**src/rtl/gh_pkg.sv**
```systemverilog
package gh_pkg;

    typedef enum logic {
        IDX_SELECT = 1'b0,
        IDX_SHARE  = 1'b1
    } idx_mode_e;

    // one saturating step of a 2-bit counter toward the outcome
    function automatic logic [1:0] sat_step(input logic [1:0] ctr, input logic up);
        logic [1:0] nxt;
        if (up) nxt = (ctr == 2'b11) ? ctr : ctr + 2'b01;
        else    nxt = (ctr == 2'b00) ? ctr : ctr - 2'b01;
        return nxt;
    endfunction

endpackage

```
**src/rtl/gh_index.sv**
```systemverilog
module gh_index #(
    parameter gh_pkg::idx_mode_e MODE = gh_pkg::IDX_SELECT,
    parameter int PC_W     = 16,
    parameter int HIST_W   = 3,
    parameter int SEL_PC_W = 3,
    parameter int IDX_W    = SEL_PC_W + HIST_W
) (
    input  logic [PC_W-1:0]   pc,
    input  logic [HIST_W-1:0] hist,
    output logic [IDX_W-1:0]  idx
);

    logic pc_unused;
    assign pc_unused = ^pc;

    generate
        if (MODE == gh_pkg::IDX_SELECT) begin : g_select
            assign idx = {pc[SEL_PC_W-1:0], hist};
        end else begin : g_share
            assign idx = pc[HIST_W-1:0] ^ hist;
        end
    endgenerate

endmodule

```
**src/rtl/gh_hist.sv**
```systemverilog
module gh_hist #(
    parameter int HIST_W = 3
) (
    input  logic              clk,
    input  logic              rst_n,
    input  logic              spec_en,
    input  logic              spec_bit,
    input  logic              fix_en,
    input  logic [HIST_W-1:0] fix_snap,
    input  logic              fix_bit,
    output logic [HIST_W-1:0] hist
);

    always_ff @(posedge clk or negedge rst_n) begin
        if (!rst_n) begin
            hist <= '0;
        end else if (fix_en) begin
            hist <= HIST_W'({fix_snap, fix_bit});
        end else if (spec_en) begin
            hist <= HIST_W'({hist, spec_bit});
        end
    end

endmodule

```
**src/rtl/gh_pht.sv**
```systemverilog
module gh_pht #(
    parameter int IDX_W = 6,
    localparam int DEPTH = 1 << IDX_W
) (
    input  logic             clk,
    input  logic             rst_n,
    input  logic [IDX_W-1:0] rd_idx,
    output logic [1:0]       rd_ctr,
    input  logic             wr_en,
    input  logic [IDX_W-1:0] wr_idx,
    input  logic             wr_up
);

    logic [1:0] ctr [DEPTH];

    // read path has no register: the guess is ready in the lookup cycle
    assign rd_ctr = ctr[rd_idx];

    always_ff @(posedge clk or negedge rst_n) begin
        if (!rst_n) begin
            for (int i = 0; i < DEPTH; i++) ctr[i] <= 2'b01;
        end else if (wr_en) begin
            ctr[wr_idx] <= gh_pkg::sat_step(ctr[wr_idx], wr_up);
        end
    end

endmodule

```
**src/rtl/gh_predictor.sv**
```systemverilog
module gh_predictor #(
    parameter gh_pkg::idx_mode_e MODE = gh_pkg::IDX_SELECT,
    parameter int PC_W     = 16,
    parameter int HIST_W   = 3,
    parameter int SEL_PC_W = 3
) (
    input  logic              clk,
    input  logic              rst_n,
    input  logic              lk_en,
    input  logic [PC_W-1:0]   lk_pc,
    output logic              lk_taken,
    output logic [HIST_W-1:0] lk_hist,
    input  logic              rs_valid,
    input  logic [PC_W-1:0]   rs_pc,
    input  logic              rs_taken,
    input  logic              rs_mis,
    input  logic [HIST_W-1:0] rs_snap
);

    localparam int IDX_W = (MODE == gh_pkg::IDX_SELECT) ? SEL_PC_W + HIST_W : HIST_W;

    logic [HIST_W-1:0] hist_q;
    logic [IDX_W-1:0]  lk_idx;
    logic [IDX_W-1:0]  rs_idx;
    logic [1:0]        lk_ctr;
    logic              repair;

    assign repair   = rs_valid & rs_mis;
    assign lk_taken = lk_ctr[1];
    assign lk_hist  = hist_q;

    gh_index #(.MODE(MODE), .PC_W(PC_W), .HIST_W(HIST_W), .SEL_PC_W(SEL_PC_W), .IDX_W(IDX_W))
        u_lk_idx (.pc(lk_pc), .hist(hist_q), .idx(lk_idx));

    gh_index #(.MODE(MODE), .PC_W(PC_W), .HIST_W(HIST_W), .SEL_PC_W(SEL_PC_W), .IDX_W(IDX_W))
        u_rs_idx (.pc(rs_pc), .hist(rs_snap), .idx(rs_idx));

    gh_pht #(.IDX_W(IDX_W)) u_pht (
        .clk    (clk),
        .rst_n  (rst_n),
        .rd_idx (lk_idx),
        .rd_ctr (lk_ctr),
        .wr_en  (rs_valid),
        .wr_idx (rs_idx),
        .wr_up  (rs_taken)
    );

    gh_hist #(.HIST_W(HIST_W)) u_hist (
        .clk      (clk),
        .rst_n    (rst_n),
        .spec_en  (lk_en),
        .spec_bit (lk_taken),
        .fix_en   (repair),
        .fix_snap (rs_snap),
        .fix_bit  (rs_taken),
        .hist     (hist_q)
    );

endmodule

```
**config.mk**
```make
export PLATFORM = sky130hd
export DESIGN_NAME = gh_predictor
export DESIGN_NICKNAME = d
export VERILOG_FILES = /design/src/rtl/gh_pkg.sv /design/src/rtl/gh_index.sv /design/src/rtl/gh_hist.sv /design/src/rtl/gh_pht.sv /design/src/rtl/gh_predictor.sv
export SDC_FILE = /design/constraint.sdc
export NUM_CORES = 1
export LEC_CHECK = 0
export BUFFER_PORTS_ARGS = -buffer_cell sky130_fd_sc_hd__buf_4
export CORE_MARGIN = 2
export CORE_UTILIZATION = 40
export CTS_CLUSTER_SIZE = 25
export DETAILED_ROUTE_END_ITERATION = 12
export GPL_ROUTABILITY_DRIVEN = 1
export SLEW_MARGIN = 20
export SYNTH_ARGS = -nofsm -noshare
export SYNTH_HDL_FRONTEND = slang
export SYNTH_SLANG_ARGS = --single-unit
```
**constraint.sdc**
```tcl
create_clock -name clk -period 4.5 [get_ports clk]
set_input_delay 0.675 -clock clk [delete_from_list [all_inputs] [get_ports clk]]
set_output_delay 0.675 -clock clk [all_outputs]
set_load 0.02 [all_outputs]
```
======== After elaboration in Yosys (flattened, before gate mapping) ========
Index checks and enable logic that the tools add are counted.
cells by class
  add/subtract/negate cells ............... 2
  multipliers ............................. 0
  divide/modulo/power cells ............... 0
  $lt $le $gt $ge ......................... 3
  equality and inequality tests ........... 1
  shift operators ......................... 0
  muxes and demuxes ....................... 15
  bitwise logic cells ..................... 3
  reductions and logical operators ........ 3
operator list
  kind                   number
  $bwmux W128            1
  $bmux W2 S6            2
  $mux W2                9
  $ge A7 B7 Y1 const B   2
  $not A6 Y7             2
  $demux W2 S6           1
  $lt A7 B1 Y1 const B   1
  $mux W3                2
  $add A2 B1 Y2 const B  1
  $eq A2 B2 Y1 const B   1
  $logic_not A2 Y1       1
  $reduce_bool A2 Y1     1
  $sub A2 B1 Y2 const B  1
  $and A1 B1 Y1          1
  $logic_and A1 B1 Y1    1
storage, ports and cells
  register bits ........................... 131
  latch bits .............................. 0
  bits in writable memories ............... 0
  bits in read-only memories .............. 0
  input bits .............................. 41
  output and inout bits ................... 4
  memories ................................ 0

======== Depth between registers and ports, before layout ========
Gate-level depths: netlist of the first run.
  word-level depth ........................ 9
  depth in mapped cells ................... 11
  depth with buffers taken out ............ 7

======== By module ========
Synthesis of the first run repeated with hierarchy kept, for this count alone.
unflattened totals
  cell total of the unflattened synthesis .. 652
  area total of the unflattened synthesis .. 7,500.9 µm²
by module, submodules not included
  module        times used  cells an instance  area each (µm²)  seq. area each (µm²)
  gh_pht        1           627                7,273.2          3,283.1
  gh_hist       1           12                 131.4            75.1
  gh_index      2           6                  45.0             0.0
  gh_predictor  1           1                  6.3              0.0

======== Worst setup path before layout of the first run ========
OpenSTA, ideal clock, no wires.
  path kind ............................... register -> output
  start point ............................. reg u_hist.hist[0]
  end point ............................... out lk_taken
  arrival time ............................ 2,752 ps
  path slack .............................. 1,073 ps
  cell stages (with the launch flop) ...... 7
  buffers on the path ..................... 2
  path through ............................ dfrtp_1 > clkbuf_1 > buf_1 > mux4_2 > mux4_2 > mux2i_1 > a21oi_1
on the way
  longest elaborated chain between the ends .. 4
ends and longest elaborated chain
  element                                      RTL line            source
  start: declaration                           gh_hist.sv:11       output logic [HIST_W-1:0] hist
  start signal: assignment                     gh_hist.sv:18       hist <= HIST_W'({fix_snap, fix_bit});
  start signal: assignment                     gh_hist.sv:20       hist <= HIST_W'({hist, spec_bit});
  $not A6 Y7 (not written as such)             gh_pht.sv:17        assign rd_ctr = ctr[rd_idx];
  $bmux W2 S6                                  gh_pht.sv:17
  $mux W2 (not written as such) (2 in series)  gh_pht.sv:17
  end: declaration                             gh_predictor.sv:11  output logic lk_taken,
No other way between the ends. The select of a mux whose other input is x is not followed.

======== Worst setup path after layout of the first run ========
Ends and elaborated chain as after synthesis.

==> flow_metrics.py, run 1 <==
metrics = {
    "die": {
        "floorplan.die.width_um": 133,
        "floorplan.initialDensity_pct": 40.5,
        "core_area_um2": 16500,
        "io_pins": 45,
        "die_ar_um2": 17700,
        "fp-row-count": 47,
        "die_height_um": 133,
    },
    "place": {
        "detailedPlace.worstSlack_ns": 0.608,
        "gp_congestion": 0.820,
        "count_of_buffers_from_port_buffering": 18,
        "place.detailed.instances": 861,
        "detailed_place_hpwl_um": 11500,
        "placed_instance_area_um2": 7000,
    },
    "power": {
        "seqPwrFrac_pct": 45.2,
        "power.ir.vdd_worst_mv": 0.251,
        "p_int_mw": 2.34,
        "p_sw_share_pct": 26.3,
        "power_density_nw_per_um2": 422,
        "p_leak_nw": 2.95,
        "clock_power_share_pct": 39.8,
        "totalPowerFinal_mw": 3.18,
        "power.net_switching_mw": 0.837,
        "power.share.combinational_pct": 14.9,
    },
    "drt": {
        "detailroute.via_count": 4936,
        "antenna_violating_nets_post_route": 0,
        "avgViaCountPerCell": 5.53,
        "avgRoutedWirePerCell_um": 19.2,
        "post-route-drc-count": 0,
        "drtIter0Drc": 533,
        "drt-pass1-iter-count": 6,
        "totalWireLength_um": 17200,
    },
    "cells_and_area": {
        "instances_no_fill": 893,
        "antenna_cells": 0,
        "finalNetCount": 701,
        "most_frequent_standard_cell_in_the_layout_excluding_fill_and_tap_cells": "sky130_fd_sc_hd__nand2_1",
        "most-common-layout-cells": "207 x sky130_fd_sc_hd__nand2_1, 71 x sky130_fd_sc_hd__o21ai_0, 67 x sky130_fd_sc_hd__dfrtp_1",
        "area.growth.synth_to_final_pct": 13.0,
        "drive_gt1_share_pct": 26.4,
        "stdcell_area_um2": 7540,
    },
    "logic_synthesis": {
        "synth_cell_type_count": 45,
        "synth.avg_cell_area_um2": 10.3,
        "leading_area_contributor_after_synthesis": "sky130_fd_sc_hd__dfstp_2",
        "synth_enable_flop_cells": 0,
        "synth_warnings": 0,
        "synth_largest_type_area_fraction_pct": 25.2,
        "synthTopCellsByArea": "sky130_fd_sc_hd__dfstp_2 25%, sky130_fd_sc_hd__dfrtp_1 25%, sky130_fd_sc_hd__mux4_2 15%",
        "seq_area_frac_synth_pct": 50.3,
        "fraction_of_registers_with_async_set_or_reset_after_synthesis_pct": 100,
        "syn_nets": 686,
        "synth-main-ff-cell": "sky130_fd_sc_hd__dfrtp_1",
        "ys_ff_latch": 131,
        "number_of_cells_produced_by_synthesis": 645,
        "syn-cell-area_um2": 6670,
    },
    "timing": {
        "layout_worst_path_cycle_share_pct": 78.5,
        "setup_total_negative_slack_ns": 0,
        "slew_viol_final": 0,
        "post-route-min-period_ns": 3.53,
        "worst_rel_slew_slack_pct": 31.5,
        "hold_viol_final": 0,
        "finClkSkew_ns": 0.00790,
        "fmaxAchievable_mhz": 283,
        "report.final.setup_viol": 0,
        "tightest_slew_ns": 1.02,
        "fin_ws_ns": 0.966,
        "unrepaired_setup_endpoints_after_global_routing": "no",
    },
    "worst_setup_path": {
        "cp_data_required_time_ns": 3.83,
        "ff2ff_path_depth": 8,
        "end_kind": "output pin",
        "timing.critical_path.arrival_ns": 2.86,
        "critPathLaunchType": "flop",
        "worstSetupPathType": "reg2out",
        "timing.critical_path.fanout_max": 19,
    },
    "clock_tree": {
        "postCtsHoldBufs": 0,
        "post-cts-setup-buffers": 0,
        "clockRootBuffer": "sky130_fd_sc_hd__clkbuf_16",
        "cts.htree.levels": 4,
        "number_of_gates_resized_after_cts": 0,
        "clock_insertion_delay_worst_skew_ns": 0.42,
        "tritoncts": "yes",
        "cts.sink_count": 131,
        "numCtsBuffers": 17,
        "clockBufferDepth": 2,
        "cts.clk_slew.worst_paths_ns": 0.05,
    },
    "flow_run": {
        "max_cap_viol_count": 0,
    },
    "global_route": {
        "grt_max_degree": 58,
        "globalRouteTotalUtil_pct": 20.9,
        "grt_pass1_vias": 5105,
        "antenna_found_initial": 0,
        "grt_first_pass_wirelength_um": 28200,
        "grt_remaining_overflow": 0,
    },
    "run_status": {
        "status": "finished clean",
    },
    "worst_hold_path": {
        "min_path_type": "in2async",
    },
}
synth_stat cells (3+ instances only):
master / n
sky130_fd_sc_hd__nand3_1: 6
sky130_fd_sc_hd__a21oi_1: 6
sky130_fd_sc_hd__buf_1: 3
sky130_fd_sc_hd__nor2b_1: 3
sky130_fd_sc_hd__mux2i_1: 11
sky130_fd_sc_hd__mux2_2: 10
sky130_fd_sc_hd__nor3b_1: 4
sky130_fd_sc_hd__mux4_2: 43
sky130_fd_sc_hd__nand2_1: 207
sky130_fd_sc_hd__inv_1: 3
sky130_fd_sc_hd__buf_2: 8
sky130_fd_sc_hd__a22o_1: 5
sky130_fd_sc_hd__o21ai_1: 60
sky130_fd_sc_hd__dfstp_2: 64
sky130_fd_sc_hd__clkbuf_1: 18
sky130_fd_sc_hd__a211oi_1: 4
sky130_fd_sc_hd__o21ai_0: 71
sky130_fd_sc_hd__dfrtp_1: 67
sky130_fd_sc_hd__nor2_1: 12
sky130_fd_sc_hd__nor3_1: 3
sky130_fd_sc_hd__buf_6: 6
flip-flops by register name, summed over array words and instances (netlist names):
signal       cells
u_pht.ctr      128
u_hist.hist      3
stage by stage:
step | hold slack (ns) | util [%]
6_report | 0.310 | 45.8
5_1_grt | 0.360 | 45.8
4_1_cts | 0.346 | 45.8
3_5_place_dp | 0.454 | 42.5
3_3_place_gp | 0.450 | 42.5
2_1_floorplan | 0.379 | -
cell families after synthesis:
group                      after synthesis  share of synthesized area [%]
muxes                                   64                           17.9
buffers and inverters                   40                           3.13
and+or+nand+nor                        248                           15.2
adders and majority gates                2                          0.319
DFF                                    131                           50.3
AOI/OAI and AO/OA                      160                           13.2
critical path, stage by stage, from the launching register on:
cell                       delay (ns)
sky130_fd_sc_hd__dfrtp_1         0.33
sky130_fd_sc_hd__buf_4           0.35
sky130_fd_sc_hd__mux4_2          0.61
sky130_fd_sc_hd__mux4_2          0.51
sky130_fd_sc_hd__and2_1          0.18
sky130_fd_sc_hd__a211oi_1        0.20
sky130_fd_sc_hd__a21oi_1         0.09
sky130_fd_sc_hd__buf_4           0.17
worst paths after layout:
path | startpoint | end | slack [ns]
min | rst_n | u_pht.ctr[109] | 0.31
min reg2reg | u_pht.ctr[126] | u_pht.ctr[126] | 0.46
min in group clk | u_pht.ctr[126] | u_pht.ctr[126] | 0.46
max | u_hist.hist[0] | lk_taken | 0.97
max in group asynchronous | rst_n | u_pht.ctr[10] | 3.17
max reg2reg | u_pht.ctr[84] | u_pht.ctr[6] | 1.47
routing by layer:
layer	vias up	track usage [%]	routed length, um	share of wire, %
met5	-	0	0	0
met4	0	8.92	559	3.3
met3	38	4.53	702	4.1
met2	140	33.0	8270	48
met1	2423	28.3	7630	44
li1	2335	-	-	-
power groups by stage:
stage | clock network (mW) | logic [mW] | registers [mW]
global route | 1.35 | 0.527 | 1.46
global placement | 0 | 0.469 | 1.45
CTS | 1.28 | 0.482 | 1.44
detailed placement | 0 | 0.481 | 1.46
floorplan | 0 | 0.341 | 1.44
finish | 1.27 | 0.475 | 1.44
layout make-up:
type	instances	area, um^2
Fill cell	1553	8930
Sequential cell	131	3360
Multi-Input combinational cell	474	3120
Clock buffer	26	479
Tap cell	220	275
Timing Repair Buffer	32	240
Clock inverter	6	55.1
Inverter	4	15.0
Power figures use the tool's default switching activity.
==> run 2, diff against run 1 <==
--- a/config.mk
+++ b/config.mk
@@ -5,6 +5,7 @@
 export SDC_FILE = /design/constraint.sdc
 export NUM_CORES = 1
 export LEC_CHECK = 0
+export ABC_AREA = 1
 export BUFFER_PORTS_ARGS = -buffer_cell sky130_fd_sc_hd__buf_4
 export CORE_MARGIN = 2
 export CORE_UTILIZATION = 40
==> constraint.sdc (replaced) <==
create_clock -name clk -period 3 [get_ports clk]
set_input_delay 0.45 -clock clk [delete_from_list [all_inputs] [get_ports clk]]
set_output_delay 0.45 -clock clk [all_outputs]
set_load 0.02 [all_outputs]
==> flow_metrics.py, run 2 <==
metrics = {
    "power": {
        "power.share.combinational_pct": 19.3,
        "power.ir.vdd_worst_mv": 0.283,
        "power_density_nw_per_um2": 585,
        "seqPwrFrac_pct": 41.1,
        "p_leak_nw": 4.58,
        "power.net_switching_mw": 1.61,
        "totalPowerFinal_mw": 5.27,
        "p_sw_share_pct": 30.5,
        "clock_power_share_pct": 39.6,
        "p_int_mw": 3.66,
    },
    "logic_synthesis": {
        "synth_largest_type_area_fraction_pct": 31.0,
        "synthTopCellsByArea": "sky130_fd_sc_hd__nand2_1 31%, sky130_fd_sc_hd__dfstp_2 21%, sky130_fd_sc_hd__dfrtp_1 21%",
        "ys_ff_latch": 131,
        "leading_area_contributor_after_synthesis": "sky130_fd_sc_hd__nand2_1",
        "number_of_cells_produced_by_synthesis": 1236,
        "synth_warnings": 0,
        "synthMostInstantiatedCell": "sky130_fd_sc_hd__nand2_1",
        "most_instantiated_cells_after_synthesis": "651 x sky130_fd_sc_hd__nand2_1, 115 x sky130_fd_sc_hd__inv_1, 99 x sky130_fd_sc_hd__nor2_1",
        "synth_cell_type_count": 26,
        "synth-main-ff-cell": "sky130_fd_sc_hd__dfrtp_1",
        "synth.avg_cell_area_um2": 6.37,
        "syn-cell-area_um2": 7880,
        "fraction_of_registers_with_async_set_or_reset_after_synthesis_pct": 100,
        "seq_area_frac_synth_pct": 42.6,
        "synth_enable_flop_cells": 0,
        "syn_nets": 1277,
    },
    "global_route": {
        "antenna_found_initial": 0,
        "grt_remaining_overflow": 0,
        "grt_max_degree": 68,
        "globalRouteTotalUtil_pct": 25.4,
        "grt_pass1_vias": 7497,
        "grt_first_pass_wirelength_um": 39800,
    },
    "timing": {
        "finClkSkew_ns": 0.00898,
        "setup_total_negative_slack_ns": 0,
        "slew_viol_final": 0,
        "hold_viol_final": 0,
        "layout_worst_path_cycle_share_pct": 93.0,
        "tightest_slew_ns": 0.665,
        "worst_rel_slew_slack_pct": 55.7,
        "worst_hold_slack_ns": 0.0412,
        "fmaxAchievable_mhz": 359,
        "unrepaired_setup_endpoints_after_global_routing": "no",
        "report.final.setup_viol": 0,
        "post-route-min-period_ns": 2.79,
    },
    "cells_and_area": {
        "finalNetCount": 1296,
        "filler_cell_count": 2081,
        "most-common-layout-cells": "651 x sky130_fd_sc_hd__nand2_1, 115 x sky130_fd_sc_hd__inv_1, 99 x sky130_fd_sc_hd__nor2_1",
        "drive_gt1_share_pct": 12.3,
        "antenna_cells": 0,
        "register_name_with_the_most_flops": "u_pht.ctr",
        "largest_register_ffs": 128,
        "largestRegisters": "u_pht.ctr: 128 flops, u_hist.hist: 3 flops",
        "most_frequent_standard_cell_in_the_layout_excluding_fill_and_tap_cells": "sky130_fd_sc_hd__nand2_1",
        "area.growth.synth_to_final_pct": 14.2,
    },
    "clock_tree": {
        "numCtsBuffers": 17,
        "tritoncts": "yes",
        "cts.htree.levels": 4,
        "post-cts-setup-buffers": 0,
        "postCtsHoldBufs": 0,
        "cts.clk_slew.worst_paths_ns": 0.06,
        "clockRootBuffer": "sky130_fd_sc_hd__clkbuf_16",
        "cts.sink_count": 131,
        "clockBufferDepth": 2,
        "clock_insertion_delay_worst_skew_ns": 0.43,
        "number_of_gates_resized_after_cts": 0,
    },
    "drt": {
        "antenna_violating_nets_post_route": 0,
        "drt-pass1-iter-count": 4,
        "avgViaCountPerCell": 5.05,
        "totalWireLength_um": 24600,
        "avgRoutedWirePerCell_um": 16.0,
        "post-route-drc-count": 0,
        "detailroute.via_count": 7745,
        "drtIter0Drc": 704,
    },
    "worst_setup_path": {
        "timing.critical_path.buf_inv": 2,
        "setup.reg_to_reg.worst_slack_ns": 0.75,
        "critPathLaunchType": "flop",
        "timing.critical_path.fanout_max": 26,
        "worstSetupPathType": "reg2out",
        "worst_path_most_repeated_cell": "sky130_fd_sc_hd__nand2_1",
        "end_kind": "output pin",
        "critical-path-top-delay-family": "buffers and inverters",
        "timing.critical_path.arrival_ns": 2.34,
        "slowest_delay_ns": 0.42,
        "crit_path_top_delay_cell": "sky130_fd_sc_hd__dfrtp_1",
        "cp_data_required_time_ns": 2.55,
        "crit_chain": "inv_2 -> nand2_1 -> o211ai_1 -> nand2_1 -> o21ai_0 -> nand2_1 -> nand2_1 -> nand3_1 -> nand2_1 -> buf_4",
    },
    "place": {
        "gp_congestion": 0.872,
        "detailed_place_hpwl_um": 15700,
        "count_of_buffers_from_port_buffering": 18,
    },
    "run_status": {
        "status": "finished clean",
    },
    "die": {
        "die_height_um": 144,
        "fp-row-count": 51,
        "io_pins": 45,
        "core_area_um2": 19400,
        "floorplan.initialDensity_pct": 40.6,
        "floorplan.die.width_um": 144,
        "die_ar_um2": 20800,
    },
    "flow_run": {
        "max_cap_viol_count": 0,
    },
    "worst_hold_path": {
        "min_path_type": "in2async",
    },
}
run 2: cell count changes in the layout (fill, tap and decap cells not counted), moves of 29 or more:
cell | previous run | this run
sky130_fd_sc_hd__nor2_1 | 12 | 99
sky130_fd_sc_hd__inv_1 | 3 | 115
sky130_fd_sc_hd__nand3_1 | 6 | 85
sky130_fd_sc_hd__mux4_2 | 43 | 0
sky130_fd_sc_hd__o21ai_1 | 60 | 2
sky130_fd_sc_hd__nand2_1 | 207 | 651
sky130_fd_sc_hd__o21ai_0 | 71 | 42
run 2: cell families after synthesis:
family	after synthesis	share of synthesized area (%)
simple gates	859	42.9
compound gates	74	5.11
buf+inv	172	9.37
flops	131	42.6
run 2: final cells by class:
type | instances | area, um^2 | share of cell area (%)
inverters | 121 | 454 | 5.05
flip-flops and latches | 131 | 3360 | 37.3
multi-input cells | 933 | 3790 | 42.1
clock inverters | 9 | 104 | 1.15
repair buffers | 51 | 487 | 5.41
well taps | 265 | 332 | 3.68
clock buffers | 23 | 478 | 5.31
run 2: metal layers:
layer / share of wire, % / global-route usage, %
met5: 0 / 0
met1: 46 / 34.6
met2: 46 / 40.3
met3: 6.1 / 4.80
met4: 2.7 / 9.20
run 2: stage by stage:
stage | util, % | setup slack, ns | cell area (um^2) | instances
floorplan | - | 0.874 | 7880 | 1236
global placement | 43.4 | 0.373 | 8420 | 1501
detailed placement | 43.4 | 0.360 | 8420 | 1501
CTS | 46.4 | 0.250 | 9000 | 1533
global route | 46.4 | 0.0541 | 9000 | 1533
finish | 46.4 | 0.211 | 9000 | 1533
run 2: worst paths after layout:
path | endpoint | start | depth (start not counted)
min in group clk | u_hist.hist[1] | lk_en | 4
worst max register to register | u_pht.ctr[94] | u_pht.ctr[47] | 12
worst min-delay path | u_pht.ctr[15] | rst_n | 1
worst max-delay path | lk_taken | u_hist.hist[0] | 10
max in group asynchronous | u_pht.ctr[74] | rst_n | 2
worst min register to register | u_pht.ctr[100] | u_pht.ctr[100] | 2
run 2: power groups by stage:
stage                     registers [mW]  logic [mW]  clock network (mW)
after global placement              2.19        1.00                   0
after detailed placement            2.19        1.01                   0
after CTS                           2.16        1.01                2.12
final                               2.16        1.02                2.09
after floorplan                     2.16       0.657                   0
after global routing                2.19        1.14                2.19
